$ cat config.mk
export PLATFORM = sky130hd
export DESIGN_NAME = bt_bmc_regs
export DESIGN_NICKNAME = d
export VERILOG_FILES = /design/src/rtl/bt_pkg.sv /design/src/rtl/bt_ctrl_hs.sv /design/src/rtl/bt_data_port.sv /design/src/rtl/bt_irq.sv /design/src/rtl/bt_bmc_regs.sv
export SDC_FILE = /design/constraint.sdc
export NUM_CORES = 1
export LEC_CHECK = 0
export BUFFER_PORTS_ARGS = -buffer_cell sky130_fd_sc_hd__buf_4
export CAP_MARGIN = 20
export CORE_MARGIN = 2
export CORE_UTILIZATION = 60
export CTS_BUF_LIST = sky130_fd_sc_hd__clkbuf_4 sky130_fd_sc_hd__clkbuf_8 sky130_fd_sc_hd__clkbuf_16
export DETAILED_ROUTE_END_ITERATION = 6
export PLACE_DENSITY = 0.95
export SYNTH_ARGS = -nofsm -noshare
export SYNTH_HDL_FRONTEND = slang
export SYNTH_SLANG_ARGS = --single-unit
$ cat constraint.sdc
create_clock -name clk -period 5.35 [get_ports clk]
set_input_delay 0.535 -clock clk [delete_from_list [all_inputs] [get_ports clk]]
set_output_delay 0.535 -clock clk [all_outputs]
set_load 0.02 [all_outputs]
$ cat src/rtl/bt_pkg.sv
package bt_pkg;
  // word indices (byte offset >> 2)
  localparam int WI_CFG   = 0;
  localparam int WI_IEN   = 1;
  localparam int WI_STAT  = 2;
  localparam int WI_SPARE = 3;
  localparam int WI_CTRL  = 4;
  localparam int WI_DATA  = 5;
  localparam int WI_MASK  = 6;
  localparam int NUM_WORDS = 7;

  // control bit positions
  localparam int CB_CLR_WR = 0;
  localparam int CB_CLR_RD = 1;
  localparam int CB_H2B    = 2;
  localparam int CB_B2H    = 3;
  localparam int CB_H_BUSY = 6;
  localparam int CB_B_BUSY = 7;

  // interrupt enable / status bit positions
  localparam int IB_H2B   = 0;
  localparam int IB_HBUSY = 6;

  typedef enum logic [2:0] {
    ACT_NONE, ACT_CLR_WR, ACT_CLR_RD, ACT_H2B, ACT_BBUSY, ACT_B2H
  } act_e;

  function automatic act_e pick_act(input logic [7:0] v);
    if (v[CB_CLR_WR])      return ACT_CLR_WR;
    else if (v[CB_CLR_RD]) return ACT_CLR_RD;
    else if (v[CB_H2B])    return ACT_H2B;
    else if (v[CB_B_BUSY]) return ACT_BBUSY;
    else if (v[CB_B2H])    return ACT_B2H;
    else                   return ACT_NONE;
  endfunction
endpackage

$ cat src/rtl/bt_ctrl_hs.sv
module bt_ctrl_hs
  import bt_pkg::*;
(
  input  logic       clk,
  input  logic       rst_n,
  input  logic       ctrl_we,
  input  logic [7:0] ctrl_wdata,
  input  logic       msg_ready,
  output act_e       act,
  output logic       b_busy,
  output logic       send_pulse,
  output logic       h2b_atn,
  output logic       release_now,
  output logic       release_q,
  output logic       unexp_q
);
  logic bb_q, bb_d, pulse_q, pulse_d, h2b_q, h2b_d, rel_q, rel_d, unx_q, unx_d;

  always_comb begin
    act     = ctrl_we ? pick_act(ctrl_wdata) : ACT_NONE;
    bb_d    = (act == ACT_BBUSY) ? ~bb_q : bb_q;
    pulse_d = (act == ACT_B2H);
    if (msg_ready)            h2b_d = 1'b1;
    else if (act == ACT_H2B)  h2b_d = 1'b0;
    else                      h2b_d = h2b_q;
    release_now = ctrl_we & ~bb_d;
    rel_d   = release_now;
    unx_d   = ctrl_we & (act == ACT_NONE);
  end

  always_ff @(posedge clk or negedge rst_n) begin
    if (!rst_n) begin
      bb_q    <= 1'b0;
      pulse_q <= 1'b0;
      h2b_q   <= 1'b0;
      rel_q   <= 1'b0;
      unx_q   <= 1'b0;
    end else begin
      bb_q    <= bb_d;
      pulse_q <= pulse_d;
      h2b_q   <= h2b_d;
      rel_q   <= rel_d;
      unx_q   <= unx_d;
    end
  end

  assign b_busy     = bb_q;
  assign send_pulse = pulse_q;
  assign h2b_atn    = h2b_q;
  assign release_q  = rel_q;
  assign unexp_q    = unx_q;
endmodule

$ cat src/rtl/bt_data_port.sv
module bt_data_port #(
  parameter int BUF_DEPTH = 64,
  parameter int LEN_W     = $clog2(BUF_DEPTH + 1),
  parameter int IDX_W     = $clog2(BUF_DEPTH)
) (
  input  logic             clk,
  input  logic             rst_n,
  input  logic             clr_wr,
  input  logic             clr_rd,
  input  logic             dp_rd,
  input  logic             dp_we,
  input  logic [7:0]       wbyte,
  input  logic [LEN_W-1:0] in_len,
  input  logic [7:0]       in_byte,
  output logic [7:0]       rd_byte,
  output logic [IDX_W-1:0] in_idx,
  output logic             out_we,
  output logic [IDX_W-1:0] out_idx,
  output logic [7:0]       out_data,
  output logic [LEN_W-1:0] out_len
);
  localparam logic [LEN_W-1:0] FULL = LEN_W'(BUF_DEPTH);

  logic             pend_q, pend_d;
  logic [LEN_W-1:0] ridx_q, ridx_d, olen_q, olen_d;
  logic             in_range;

  always_comb begin
    in_range = (ridx_q < in_len);
    if (pend_q)        rd_byte = 8'(in_len);
    else if (in_range) rd_byte = in_byte;
    else               rd_byte = 8'h00;

    pend_d = pend_q;
    ridx_d = ridx_q;
    if (clr_rd) begin
      pend_d = 1'b1;
      ridx_d = '0;
    end else if (dp_rd) begin
      if (pend_q) begin
        pend_d = 1'b0;
        ridx_d = '0;
      end else if (in_range) begin
        ridx_d = ridx_q + 1'b1;
      end
    end

    out_we = dp_we & (olen_q < FULL);
    if (clr_wr)      olen_d = '0;
    else if (out_we) olen_d = olen_q + 1'b1;
    else             olen_d = olen_q;
  end

  always_ff @(posedge clk or negedge rst_n) begin
    if (!rst_n) begin
      pend_q <= 1'b1;
      ridx_q <= '0;
      olen_q <= '0;
    end else begin
      pend_q <= pend_d;
      ridx_q <= ridx_d;
      olen_q <= olen_d;
    end
  end

  assign in_idx   = ridx_q[IDX_W-1:0];
  assign out_idx  = olen_q[IDX_W-1:0];
  assign out_data = wbyte;
  assign out_len  = olen_q;
endmodule

$ cat src/rtl/bt_irq.sv
module bt_irq (
  input  logic clk,
  input  logic rst_n,
  input  logic en_h2b,
  input  logic en_hbusy,
  input  logic h2b_atn,
  input  logic h_busy,
  input  logic stat_we,
  input  logic clr_h2b,
  input  logic clr_hbusy,
  input  logic release_now,
  output logic st_h2b,
  output logic st_hbusy,
  output logic irq,
  output logic waiting
);
  logic set_h2b, set_hb;
  logic s0_q, s0_d, s6_q, s6_d, irq_q, irq_d, w_q, w_d;

  always_comb begin
    set_h2b = h2b_atn & en_h2b;
    set_hb  = h_busy & en_hbusy;
    s0_d    = set_h2b | (s0_q & ~(stat_we & clr_h2b));
    s6_d    = set_hb  | (s6_q & ~(stat_we & clr_hbusy));
    if (set_h2b | set_hb) irq_d = 1'b1;
    else if (stat_we)     irq_d = 1'b0;
    else                  irq_d = irq_q;
    if (release_now)      w_d = 1'b0;
    else if (set_h2b)     w_d = 1'b1;
    else                  w_d = w_q;
  end

  always_ff @(posedge clk or negedge rst_n) begin
    if (!rst_n) begin
      s0_q  <= 1'b0;
      s6_q  <= 1'b0;
      irq_q <= 1'b0;
      w_q   <= 1'b0;
    end else begin
      s0_q  <= s0_d;
      s6_q  <= s6_d;
      irq_q <= irq_d;
      w_q   <= w_d;
    end
  end

  assign st_h2b   = s0_q;
  assign st_hbusy = s6_q;
  assign irq      = irq_q;
  assign waiting  = w_q;
endmodule

$ cat src/rtl/bt_bmc_regs.sv
module bt_bmc_regs
  import bt_pkg::*;
#(
  parameter int  ADDR_W    = 5,
  parameter int  DATA_W    = 32,
  parameter int  BUF_DEPTH = 64,
  localparam int LEN_W     = $clog2(BUF_DEPTH + 1),
  localparam int IDX_W     = $clog2(BUF_DEPTH)
) (
  input  logic              clk,
  input  logic              rst_n,
  input  logic              bus_wr,
  input  logic              bus_rd,
  input  logic [ADDR_W-1:0] bus_addr,
  input  logic [DATA_W-1:0] bus_wdata,
  output logic [DATA_W-1:0] bus_rdata,
  input  logic              msg_ready,
  input  logic [LEN_W-1:0]  in_len,
  input  logic [7:0]        in_byte,
  output logic [IDX_W-1:0]  in_idx,
  output logic              in_waiting,
  output logic              in_release,
  output logic              out_we,
  output logic [IDX_W-1:0]  out_idx,
  output logic [7:0]        out_data,
  output logic [LEN_W-1:0]  out_len,
  output logic              send_req,
  output logic              ctrl_unexp,
  output logic              irq
);
  localparam int WIDX_W = ADDR_W - 2;

  logic [WIDX_W-1:0] widx;
  logic              hit;
  logic              sel_cfg, sel_ien, sel_stat, sel_spare, sel_ctrl, sel_data, sel_mask;

  assign widx      = bus_addr[ADDR_W-1:2];
  assign hit       = (widx < WIDX_W'(NUM_WORDS));
  assign sel_cfg   = hit && (widx == WIDX_W'(WI_CFG));
  assign sel_ien   = hit && (widx == WIDX_W'(WI_IEN));
  assign sel_stat  = hit && (widx == WIDX_W'(WI_STAT));
  assign sel_spare = hit && (widx == WIDX_W'(WI_SPARE));
  assign sel_ctrl  = hit && (widx == WIDX_W'(WI_CTRL));
  assign sel_data  = hit && (widx == WIDX_W'(WI_DATA));
  assign sel_mask  = hit && (widx == WIDX_W'(WI_MASK));

  // plain storage words
  logic [DATA_W-1:0] cfg_q, cfg_d, ien_q, ien_d, spare_q, spare_d, mask_q, mask_d;

  always_comb begin
    cfg_d   = (bus_wr && sel_cfg)   ? bus_wdata : cfg_q;
    ien_d   = (bus_wr && sel_ien)   ? bus_wdata : ien_q;
    spare_d = (bus_wr && sel_spare) ? bus_wdata : spare_q;
    mask_d  = (bus_wr && sel_mask)  ? bus_wdata : mask_q;
  end

  always_ff @(posedge clk or negedge rst_n) begin
    if (!rst_n) begin
      cfg_q   <= '0;
      ien_q   <= '0;
      spare_q <= '0;
      mask_q  <= '0;
    end else begin
      cfg_q   <= cfg_d;
      ien_q   <= ien_d;
      spare_q <= spare_d;
      mask_q  <= mask_d;
    end
  end

  // handshake
  act_e act;
  logic b_busy, hs_pulse, h2b_atn, release_now;

  bt_ctrl_hs u_hs (
    .clk         (clk),
    .rst_n       (rst_n),
    .ctrl_we     (bus_wr && sel_ctrl),
    .ctrl_wdata  (bus_wdata[7:0]),
    .msg_ready   (msg_ready),
    .act         (act),
    .b_busy      (b_busy),
    .send_pulse  (hs_pulse),
    .h2b_atn     (h2b_atn),
    .release_now (release_now),
    .release_q   (in_release),
    .unexp_q     (ctrl_unexp)
  );

  assign send_req = hs_pulse;

  // data port
  logic [7:0] dp_byte;

  bt_data_port #(.BUF_DEPTH(BUF_DEPTH), .LEN_W(LEN_W), .IDX_W(IDX_W)) u_dp (
    .clk      (clk),
    .rst_n    (rst_n),
    .clr_wr   (act == ACT_CLR_WR),
    .clr_rd   (act == ACT_CLR_RD),
    .dp_rd    (bus_rd && sel_data),
    .dp_we    (bus_wr && sel_data),
    .wbyte    (bus_wdata[7:0]),
    .in_len   (in_len),
    .in_byte  (in_byte),
    .rd_byte  (dp_byte),
    .in_idx   (in_idx),
    .out_we   (out_we),
    .out_idx  (out_idx),
    .out_data (out_data),
    .out_len  (out_len)
  );

  // interrupts
  logic st_h2b, st_hbusy;

  bt_irq u_irq (
    .clk         (clk),
    .rst_n       (rst_n),
    .en_h2b      (ien_q[IB_H2B]),
    .en_hbusy    (ien_q[IB_HBUSY]),
    .h2b_atn     (h2b_atn),
    .h_busy      (hs_pulse),
    .stat_we     (bus_wr && sel_stat),
    .clr_h2b     (bus_wdata[IB_H2B]),
    .clr_hbusy   (bus_wdata[IB_HBUSY]),
    .release_now (release_now),
    .st_h2b      (st_h2b),
    .st_hbusy    (st_hbusy),
    .irq         (irq),
    .waiting     (in_waiting)
  );

  // read mux
  logic [DATA_W-1:0] ctrl_word, stat_word;

  always_comb begin
    ctrl_word            = '0;
    ctrl_word[CB_B_BUSY] = b_busy;
    ctrl_word[CB_H_BUSY] = hs_pulse;
    ctrl_word[CB_B2H]    = hs_pulse;
    ctrl_word[CB_H2B]    = h2b_atn;
    stat_word            = '0;
    stat_word[IB_H2B]    = st_h2b;
    stat_word[IB_HBUSY]  = st_hbusy;

    bus_rdata = '0;
    if (sel_cfg)   bus_rdata = cfg_q;
    if (sel_ien)   bus_rdata = ien_q;
    if (sel_stat)  bus_rdata = stat_word;
    if (sel_spare) bus_rdata = spare_q;
    if (sel_ctrl)  bus_rdata = ctrl_word;
    if (sel_data)  bus_rdata = DATA_W'(dp_byte);
    if (sel_mask)  bus_rdata = mask_q;
  end
endmodule

==> After elaboration in Yosys (flattened, before gate mapping) <==
Cells that the tools add are included.
{ "classes": {"add_sub_neg": 2, "n_lt_le_gt_ge": 3, "eq_ne": 11, "n_mux": 30, "bitwise_logic": 16, "reduce_logical": 24} }
{ "ops": {"columns": ["op", "count"], "rows": [
  ["$mux 32", 7],
  ["$mux 7", 6],
  ["$mux 3", 6],
  ["$mux 8", 2],
  ["$eq 3x3->1 const B", 5],
  ["$logic_and 1x1->1", 15],
  ["$add 7x1->7 const B", 2],
  ["$eq 3x2->1 const B", 4],
  ["$reduce_bool 2->1", 5],
  ["$and 1x1->1", 9],
  ["$mux 1", 9],
  ["$lt 7x7->1", 1],
  ["$lt 7x7->1 const B", 1],
  ["$eq 3x1->1 const B", 2],
  ["$logic_not 3->1", 2],
  ["$not 1->1", 4],
  ["$lt 3x3->1 const B", 1],
  ["$or 1x1->1", 3],
  ["$reduce_bool 3->1", 1],
  ["$reduce_and 2->1", 1]
]} }
{ "totals": {"ff_bits": 152, "input_bits": 57, "output_inout_bits": 65, "wordCells": 102} }

==> Longest topological paths before layout <==
Gate-level depths: netlist of the first run.
{ "logic_depth": {"word_depth": 11, "mapped_depth": 7, "mapped_depth_nobuf": 7} }

==> Cells and area by module <==
Synthesis of the first run repeated with hierarchy kept, for this count alone.
{ "unflattened": {"cells_unflattened": 620, "hier_area_um2": 7788.7} }
{ "by_module_without_submodules": {"columns": ["module", "n_inst", "cells_per_inst", "area_per_inst_um2", "seq_area_each_um2"], "rows": [
  ["bt_bmc_regs", 1, 428, 6135.9, 3203.1],
  ["bt_data_port", 1, 155, 1252.5, 376.6],
  ["bt_ctrl_hs", 1, 24, 250.2, 125.1],
  ["bt_irq", 1, 13, 150.1, 100.1]
]} }

==> Worst setup path after synthesis of the first run <==
No wires, ideal clock.
{ "synth_path": {"path_kind": "input to output", "start": "in in_len[6]", "end": "out bus_rdata[2]", "arrival_ps": 2291, "t_required_ps": 4815, "path_slack_ps": 2524, "stages": 7, "n_path_buf": 0, "cell_sequence": "inv_1 > ha_1 > a21oi_1 > o21ai_1 > a211oi_1 > a221oi_1 > o21ai_0"} }
{ "synth_via": {"elab_chain_cells": 5} }
{ "synth_rtl": {"columns": ["item", "line", "rtl"], "rows": [
  ["from (decl)", "bt_bmc_regs.sv:18", "input logic [LEN_W-1:0] in_len,"],
  ["$lt 7x7->1", "bt_data_port.sv:29", "in_range = (ridx_q < in_len);"],
  ["$mux 8", "bt_data_port.sv:31", "else if (in_range) rd_byte = in_byte;"],
  ["$mux 8", "bt_data_port.sv:30", "if (pend_q) rd_byte = 8'(in_len);"],
  ["$mux 32", "bt_bmc_regs.sv:152", "if (sel_data) bus_rdata = DATA_W'(dp_byte);"],
  ["$mux 32", "bt_bmc_regs.sv:153", "if (sel_mask) bus_rdata = mask_q;"],
  ["to (decl)", "bt_bmc_regs.sv:16", "output logic [DATA_W-1:0] bus_rdata,"]
]} }
No other way between the ends.

==> Final worst setup path of the first run <==
{ "layout_path": {"start": "reg u_dp.ridx_q[4]", "end": "out bus_rdata[0]"} }
{ "layout_via": {"elab_chain_cells": 5} }
{ "layout_rtl": {"columns": ["item", "line", "rtl"], "rows": [
  ["from (decl)", "bt_data_port.sv:25", "logic [LEN_W-1:0] ridx_q, ridx_d, olen_q, olen_d;"],
  ["from (signal assigned)", "bt_data_port.sv:61", "ridx_q <= ridx_d;"],
  ["$lt 7x7->1", "bt_data_port.sv:29", null],
  ["$mux 8", "bt_data_port.sv:31", null],
  ["$mux 8", "bt_data_port.sv:30", null],
  ["$mux 32", "bt_bmc_regs.sv:152", null],
  ["$mux 32", "bt_bmc_regs.sv:153", null]
]} }
No other way between the ends.

==> results of run 1 <==
registers in the layout (all words and copies together) (netlist names), 7 cells and up:
register      flops
cfg_q            32
ien_q            32
mask_q           32
spare_q          32
u_dp.out_len      7
u_dp.ridx_q       7
cell type report:
type,count,area (um2),area share (%)
inverter,13,48.8,0.562
sequential,152,3800,43.8
clock buffer,20,467,5.38
timing repair buffer,125,942,10.9
tap,147,184,2.12
clock inverter,11,138,1.59
multi-input combinational,377,3090,35.7
worst min path at each step:
stage	start	endpoint	cells past startpoint
floorplan	rst_n	cfg_q[0]	0
global placement	mask_q[23]	mask_q[23]	1
detailed placement	cfg_q[6]	cfg_q[6]	1
CTS	rst_n	cfg_q[9]	1
global route	rst_n	spare_q[9]	1
finish	rst_n	mask_q[10]	1
power groups by stage:
stage	clock (mW)	combinational, mW	sequential (mW)
6_report	1.23	0.778	1.58
5_1_grt	1.28	0.837	1.60
4_1_cts	1.23	0.780	1.57
3_5_place_dp	0	0.761	1.58
3_3_place_gp	0	0.722	1.55
2_1_floorplan	0	0.519	1.54
placed cells by master (no fill, tap or decap), drive strengths merged, types with 2 or more instances in the layout:
master	n
nand3	5
clkinv	5
inv	17
ha	8
a21oi	16
a221oi	3
xor2	4
mux2	133
nor2b	5
and3b	2
a22oi	53
mux2i	2
a2111oi	4
and2	6
dfrtp	151
bufinv	2
a21o	4
nand4	4
and3	2
nand3b	3
o21ai	11
clkbuf	20
nand2	50
a22o	2
nor4b	2
nor2	26
xnor2	8
buf	125
a211oi	9
nor3b	2
layer usage:
metal	wire [um]	GRT usage, %	vias up
met2	9270	47.7	273
met5	0	0	-
met4	609	13.7	0
met3	1180	6.64	62
li1	-	-	2310
met1	7280	37.2	2706
through the flow:
stage	hold WS [ns]	total power, mW	setup WS [ns]
6_report	0.191	3.58	1.78
5_1_grt	0.263	3.71	1.60
4_1_cts	0.216	3.58	1.85
3_5_place_dp	0.480	2.34	2.12
3_3_place_gp	0.474	2.27	2.25
2_1_floorplan	0.239	2.06	2.52
kinds of logic after synthesis:
logic type                 Yosys count  synth area share (%)
muxes                              136                  21.2
xor gates and xnor gates            12                  1.45
and+or+nand+nor                    114                  7.75
adders and majority gates            8                  1.38
AOI/OAI and AO/OA                  107                  10.7
buffers and inverters               68                  4.97
DFF                                152                  52.5
==> results.yml, run 1 <==
synthesis:
  syn-instance-count: 597
  async_flop_share_pct: 100
  seq_area_frac_synth_pct: 52.5
  synth_cell_types: 50
  syn_area_um2: 7250
  synth.most_common_cell: "dfrtp_1"
  synth_commonest_cells: "151 x dfrtp_1, 128 x mux2_2, 52 x a22oi_1"
  synth_warnings: 0
  synth_edf_count: 0
  synth-seq-cells: 152
  avgSynthCellArea_um2: 12.1
  synth.area.top_cells: "dfrtp_1 52%, mux2_2 20%, a22oi_1 5.4%, nand2_1 2.6%, buf_4 2.4%"
  synth.largest_area_cell: "dfrtp_1"
  synth_top_area_share_pct: 52.1
  syn-num-nets: 662
  synth-main-ff-cell: "dfrtp_1"
cts:
  clk_pin_slew_ns: 0.06
  h-tree-depth: 4
  clk_latency_ns: 0.43
  cts_tree: "built"
  post_cts_resized: 0
  cts_buffers: 17
  postCtsSetupRepairBufs: 0
  holdBufCountCts: 0
  ctsLongestPathBuffers: 2
  cts.sinks: 152
  clockRootBuffer: "clkbuf_16"
power_and_ir_drop:
  leakagePower_nw: 4.03
  pwr_density_cell_nw_per_um2: 413
  irDropWorstVdd_mv: 0.256
  p_sw_mw: 1.07
  pwr-share-clk_pct: 34.3
  p_int_mw: 2.51
  p_sw_share_pct: 29.9
  seq_power_share_pct: 44.0
  combPwrFrac_pct: 21.7
global_routing:
  grt_usage_pct: 29.2
  grt_pass1_vias: 5592
  antenna_found_initial: 0
  grt_overflow: 0
  grt_max_degree: 92
  grt_pass1_wl_um: 29000
worst_setup_path:
  crit_cells: 7
  r2r_start: "u_dp.ridx_q[1]"
  crit_path_end: "bus_rdata[0]"
  path_class: "reg2out"
  crit_family: "compound AO/OA/AOI/OAI gates"
  crit_chain: "ha_1, a21oi_1, o21ai_1, a211oi_1, nand3_1, a31oi_1, buf_4"
  r2r-end: "u_dp.ridx_q[6]"
  worst_setup_path_end_kind: "output pin"
  critPathRequiredTime_ns: 4.82
  crit_buf_inv: 1
  cp.arrival_ns: 3.03
  cp-startpoint: "u_dp.ridx_q[4]"
  reg2reg_slack_ns: 3.13
  cp_slowest_stage_delay_ns: 0.73
  cp_slowest_cell: "a211oi_1"
  startpoint_type: "register"
  rr_worst_depth: 6
  crit_fanout: 10
floorplan:
  die_area_um2: 13000
  rows: 40
  die_width_um: 114
  initial_core_util_pct: 60.9
  coreArea_um2: 11900
  die_h_um: 114
  pin_count: 122
place:
  place.gp.congestion: 0.873
  dpl.hpwl_um: 11000
  place_area_um2: 8070
  dp_cells: 814
  port_buffers: 119
sta:
  max_slew_margin_pct: 21.6
  period_share_pct: 66.6
  finalSetupTns_ns: 0
  hold_viol_final: 0
  fmax_mhz: 280
  finalSetupViolCount: 0
  tightest_slew_ns: 1.18
  drv_slew: 0
  skew_ns: 0.00646
  fin_crit_ns: 3.57
  rsz0062_at_grt: "false"
cells_and_area:
  final_area_um2: 8680
  nets: 751
  num-fill-cells: 708
  stdcell_count: 845
  area_growth_syn_to_layout_pct: 19.7
  antenna_cells: 0
  fin_util_pct: 72.9
  drive_above_1_share_pct: 42.4
detailed_routing:
  wl_per_cell_um: 21.7
  postRouteAntennaNets: 0
  dr_total_vias: 5351
  drc: 0
  dr.pass1.iters: 5
  drt_iter0_drc: 613
  wirelength_um: 18300
  vias_per_cell: 6.33
run:
  maxCapViolations: 0
worst_hold_path:
  hold_path_class: "in2async"
status:
  status: "complete, no violations"
(Power assumes the default switching activity.)
==> inputs of run 2 (changes only) <==
--- a/config.mk
+++ b/config.mk
@@ -8,10 +8,10 @@
 export BUFFER_PORTS_ARGS = -buffer_cell sky130_fd_sc_hd__buf_4
 export CAP_MARGIN = 20
 export CORE_MARGIN = 2
-export CORE_UTILIZATION = 60
+export CORE_UTILIZATION = 56
 export CTS_BUF_LIST = sky130_fd_sc_hd__clkbuf_4 sky130_fd_sc_hd__clkbuf_8 sky130_fd_sc_hd__clkbuf_16
 export DETAILED_ROUTE_END_ITERATION = 6
-export PLACE_DENSITY = 0.95
+export PLACE_DENSITY = 0.9
 export SYNTH_ARGS = -nofsm -noshare
 export SYNTH_HDL_FRONTEND = slang
 export SYNTH_SLANG_ARGS = --single-unit
==> constraint.sdc (replaced) <==
create_clock -name clk -period 3.4 [get_ports clk]
set_input_delay 0.34 -clock clk [delete_from_list [all_inputs] [get_ports clk]]
set_output_delay 0.34 -clock clk [all_outputs]
set_load 0.02 [all_outputs]
==> run 2 against run 1 <==
Against the previous run:
- setup slack lost 1.6 ns
- via count down 1.9%
- design area is 0.81% higher
- critical path depth stayed put
- global-route usage fell by 3.3 points
- critical path type unchanged
- sequential power rose by 56%
- register-to-register slack lost 1.9 ns
- largest power group unchanged
- sequential share of layout area decreased by 0.35 points
- final cell count rose by 3.3%
- combinational power rose by 56%
==> results.yml, run 2 (synthesized netlist as in run 1, its figures left out) <==
run:
  maxCapViolations: 0
global_routing:
  antenna_found_initial: 0
  grt_pass1_vias: 5457
  grt_overflow: 0
  grt_pass1_wl_um: 28200
  grt_max_degree: 95
  grt_usage_pct: 25.9
detailed_routing:
  wirelength_um: 17600
  dr_total_vias: 5249
  postRouteAntennaNets: 0
  drc: 0
  wl_per_cell_um: 20.2
  drt_iter0_drc: 574
  vias_per_cell: 6.01
  dr.pass1.iters: 5
floorplan:
  initial_core_util_pct: 57.5
  die_area_um2: 13900
  rows: 41
  die_width_um: 118
  coreArea_um2: 12600
  pin_count: 122
  die_h_um: 118
worst_setup_path:
  crit_chain: "ha_1, nand2_1, o21ai_1, a211oi_1, a221oi_1, nor2_1, buf_4"
  path_class: "reg2out"
  crit_fanout: 10
  cp_slowest_stage_delay_ns: 0.60
  cp_slowest_cell: "o21ai_1"
  startpoint_type: "register"
  cp.arrival_ns: 2.87
  critPathRequiredTime_ns: 3.06
  crit_buf_inv: 1
  crit_family: "compound AO/OA/AOI/OAI gates"
  worst_setup_path_end_kind: "output pin"
sta:
  period_share_pct: 94.4
  rsz0062_at_grt: "false"
  finalSetupViolCount: 0
  fin_crit_ns: 3.21
  fmax_mhz: 312
  drv_slew: 0
  hold_viol_final: 0
  finalSetupTns_ns: 0
  tightest_slew_ns: 0.948
  skew_ns: 0.00402
  max_slew_margin_pct: 36.8
cells_and_area:
  drive_above_1_share_pct: 42.9
  mostFrequentLayoutCell: "dfrtp_1"
  final_area_um2: 8750
  area_growth_syn_to_layout_pct: 20.7
  stdcell_count: 873
  antenna_cells: 0
  nets: 753
  final_cell_mix: "151 x dfrtp_1, 128 x mux2_2, 125 x buf_4"
cts:
  holdBufCountCts: 0
  clockRootBuffer: "clkbuf_16"
  clk_latency_ns: 0.42
  ctsLongestPathBuffers: 2
  post_cts_resized: 0
  h-tree-depth: 4
  cts_tree: "built"
  postCtsSetupRepairBufs: 0
  cts.sinks: 152
  clk_pin_slew_ns: 0.06
  cts_buffers: 17
place:
  dpl.hpwl_um: 11200
  place.gp.congestion: 0.852
  place_area_um2: 8140
  port_buffers: 119
  dp_cells: 841
worst_hold_path:
  hold_path_class: "in2async"
power_and_ir_drop:
  irDropWorstVdd_mv: 0.480
  finalPower_mw: 5.63
  pwr_density_cell_nw_per_um2: 644
  leakagePower_nw: 4.05
status:
  status: "complete, no violations"
## run 2: per-layer routing
layer	GRT usage (%)	wire [um]	vias up	part of all wire (%)
li1	-	-	2318	-
met1	32.9	7290	2691	41
met2	44.3	8980	206	51
met3	6.10	1030	34	5.8
met4	7.91	333	0	1.9
met5	0	0	-	0
## run 2: area by class of cell
cell class	instances	area [um2]
timing repair buffer	127	970
multi-input combinational	377	3100
clock buffer	19	447
tap	172	215
clock inverter	13	164
inverter	13	48.8
sequential	152	3800
fill	897	3870
## run 2: power breakdown
group	total, mW	switching (mW)	internal (mW)
Sequential	2.47	0.272	2.20
Combinational	1.21	0.606	0.605
Clock	1.95	0.763	1.19
Total	5.63	1.64	3.99
## run 2: worst reg2reg max path, stage by stage, from the launching register on
cell and delay (ns):
dfrtp_1 0.47, ha_1 0.31, nand2_1 0.04, o21ai_1 0.60, a21oi_1 0.28, a211o_1 0.32
nand2_1 0.05
## run 2: final timing paths
kind	startpoint	endpoint	slack, ns	depth (start not counted)
min	rst_n	ien_q[8]	0.02	1
min reg2reg	cfg_q[2]	cfg_q[2]	0.50	1
min in group clk	msg_ready	u_hs.h2b_atn	0.10	2
max reg2reg	u_dp.ridx_q[1]	u_dp.ridx_q[6]	1.26	6
max	u_dp.ridx_q[1]	bus_rdata[6]	0.19	7
max in group asynchronous	rst_n	ien_q[23]	2.61	2
## run 2: stage by stage
stage	setup slack, ns	utilization (%)	hold WS, ns
global placement	0.708	64.5	0.472
finish	0.191	69.3	0.0176
global route	0.0432	69.3	0.0703
CTS	0.222	69.3	0.0472
detailed placement	0.646	64.5	0.485
floorplan	0.944	-	0.0444
==> inputs of run 3 (changes only) <==
--- a/config.mk
+++ b/config.mk
@@ -9,7 +9,6 @@
 export CAP_MARGIN = 20
 export CORE_MARGIN = 2
 export CORE_UTILIZATION = 56
-export CTS_BUF_LIST = sky130_fd_sc_hd__clkbuf_4 sky130_fd_sc_hd__clkbuf_8 sky130_fd_sc_hd__clkbuf_16
 export DETAILED_ROUTE_END_ITERATION = 6
 export PLACE_DENSITY = 0.9
 export SYNTH_ARGS = -nofsm -noshare
==> run 3 against run 2 <==
Against the previous run:
- sequential power barely moved
- clock-buffer cell count did not move
- die area did not move
- register-to-register slack improved by 0.02 ns
- sequential share of layout area barely moved
- design area barely moved
- critical path type unchanged
- first-iteration DRC count fell by 9.2%
- combinational power barely moved
==> results.yml, run 3 (synthesized netlist as in run 1, its figures left out) <==
detailed_routing:
  vias_per_cell: 5.99
  dr.pass1.iters: 5
  postRouteAntennaNets: 0
  wl_per_cell_um: 20.2
  dr_total_vias: 5230
  wirelength_um: 17700
  drc: 0
  drt_iter0_drc: 521
power_and_ir_drop:
  p_sw_mw: 1.64
  pwr-share-clk_pct: 34.6
  leakagePower_nw: 4.04
  combPwrFrac_pct: 21.5
  pwr_density_cell_nw_per_um2: 644
  p_sw_share_pct: 29.2
  seq_power_share_pct: 43.8
  irDropWorstVdd_mv: 0.480
  p_int_mw: 3.98
cts:
  cts.sinks: 152
  ctsLongestPathBuffers: 2
  cts_buffers: 17
  h-tree-depth: 4
  post_cts_resized: 0
  clk_pin_slew_ns: 0.06
  clockRootBuffer: "clkbuf_16"
  clk_latency_ns: 0.42
  holdBufCountCts: 0
  postCtsSetupRepairBufs: 0
  cts_tree: "built"
worst_setup_path:
  cp.arrival_ns: 2.85
  rr_worst_depth: 6
  r2r-end: "u_dp.ridx_q[6]"
  worst_setup_path_end_kind: "output pin"
  crit_buf_inv: 1
  startpoint_type: "register"
  path_class: "reg2out"
  r2r_start: "u_dp.ridx_q[2]"
  critPathRequiredTime_ns: 3.06
  crit_fanout: 10
  crit_chain: "ha_1, nand2_1, o21ai_1, a211oi_1, a221oi_1, nor2_1, buf_4"
  cp_slowest_stage_delay_ns: 0.59
  cp_slowest_cell: "o21ai_1"
  crit_family: "compound AO/OA/AOI/OAI gates"
  reg2reg_slack_ns: 1.28
cells_and_area:
  final_cell_mix: "151 x dfrtp_1, 128 x mux2_2, 125 x buf_4"
  nets: 753
  mostFrequentLayoutCell: "dfrtp_1"
  area_growth_syn_to_layout_pct: 20.6
  antenna_cells: 0
  fin_util_pct: 69.3
  drive_above_1_share_pct: 42.8
global_routing:
  antenna_found_initial: 0
  grt_usage_pct: 25.9
  grt_pass1_wl_um: 28200
  grt_max_degree: 95
  grt_overflow: 0
  grt_pass1_vias: 5456
sta:
  skew_ns: 0.00444
  drv_slew: 0
  finalSetupViolCount: 0
  hold_viol_final: 0
  period_share_pct: 93.7
  max_slew_margin_pct: 36.8
  fmax_mhz: 314
  finalSetupTns_ns: 0
  fin_crit_ns: 3.19
  rsz0062_at_grt: "false"
  tightest_slew_ns: 0.948
floorplan:
  die_h_um: 118
  die_width_um: 118
  initial_core_util_pct: 57.5
  rows: 41
  coreArea_um2: 12600
  pin_count: 122
  die_area_um2: 13900
place:
  place.gp.congestion: 0.852
  dpl.hpwl_um: 11200
  port_buffers: 119
worst_hold_path:
  hold_path_class: "in2async"
status:
  status: "complete, no violations"
run:
  maxCapViolations: 0
==> run 3: worst max path at each step <==
stage	startpoint	end	slack, ns	depth (start not counted)
finish	u_dp.ridx_q[2]	bus_rdata[6]	0.21	7
global route	u_dp.ridx_q[2]	bus_rdata[0]	0.04	7
CTS	u_dp.ridx_q[4]	bus_rdata[7]	0.22	7
detailed placement	in_len[6]	bus_rdata[7]	0.65	9
global placement	in_len[6]	bus_rdata[7]	0.71	9
floorplan	u_dp.ridx_q[2]	bus_rdata[2]	0.94	6
==> run 3: layer usage <==
layer / track usage [%] / share of wire (%)
met3: 6.06 / 5.9
met5: 0 / 0
met1: 32.9 / 42
met4: 7.61 / 1.7
met2: 44.2 / 51
==> run 3: per-stage QoR <==
step | power (mW) | worst slack [ns] | cell area [um2] | instances | hold slack, ns
2_1_floorplan | 3.24 | 0.944 | 7250 | 597 | 0.0444
3_3_place_gp | 3.59 | 0.708 | 8140 | 841 | 0.472
6_report | 5.63 | 0.215 | 8740 | 873 | 0.0208
5_1_grt | 5.86 | 0.0432 | 8740 | 873 | 0.0703
4_1_cts | 5.64 | 0.222 | 8740 | 873 | 0.0472
3_5_place_dp | 3.69 | 0.646 | 8140 | 841 | 0.485
==> run 3: power by group through the flow <==
stage | registers [mW] | clock network, mW | logic (mW)
after global routing | 2.51 | 2.04 | 1.31
after detailed placement | 2.49 | 0 | 1.20
after floorplan | 2.43 | 0 | 0.816
after global placement | 2.44 | 0 | 1.15
after CTS | 2.46 | 1.96 | 1.22
final | 2.47 | 1.95 | 1.21
==> run 3: cell type report <==
cell class,instances,area [um2]
clock buffer,19,443
clock inverter,13,164
fill,899,3870
inverter,13,48.8
multi-input combinational,377,3100
sequential,152,3800
tap,172,215
timing repair buffer,127,970
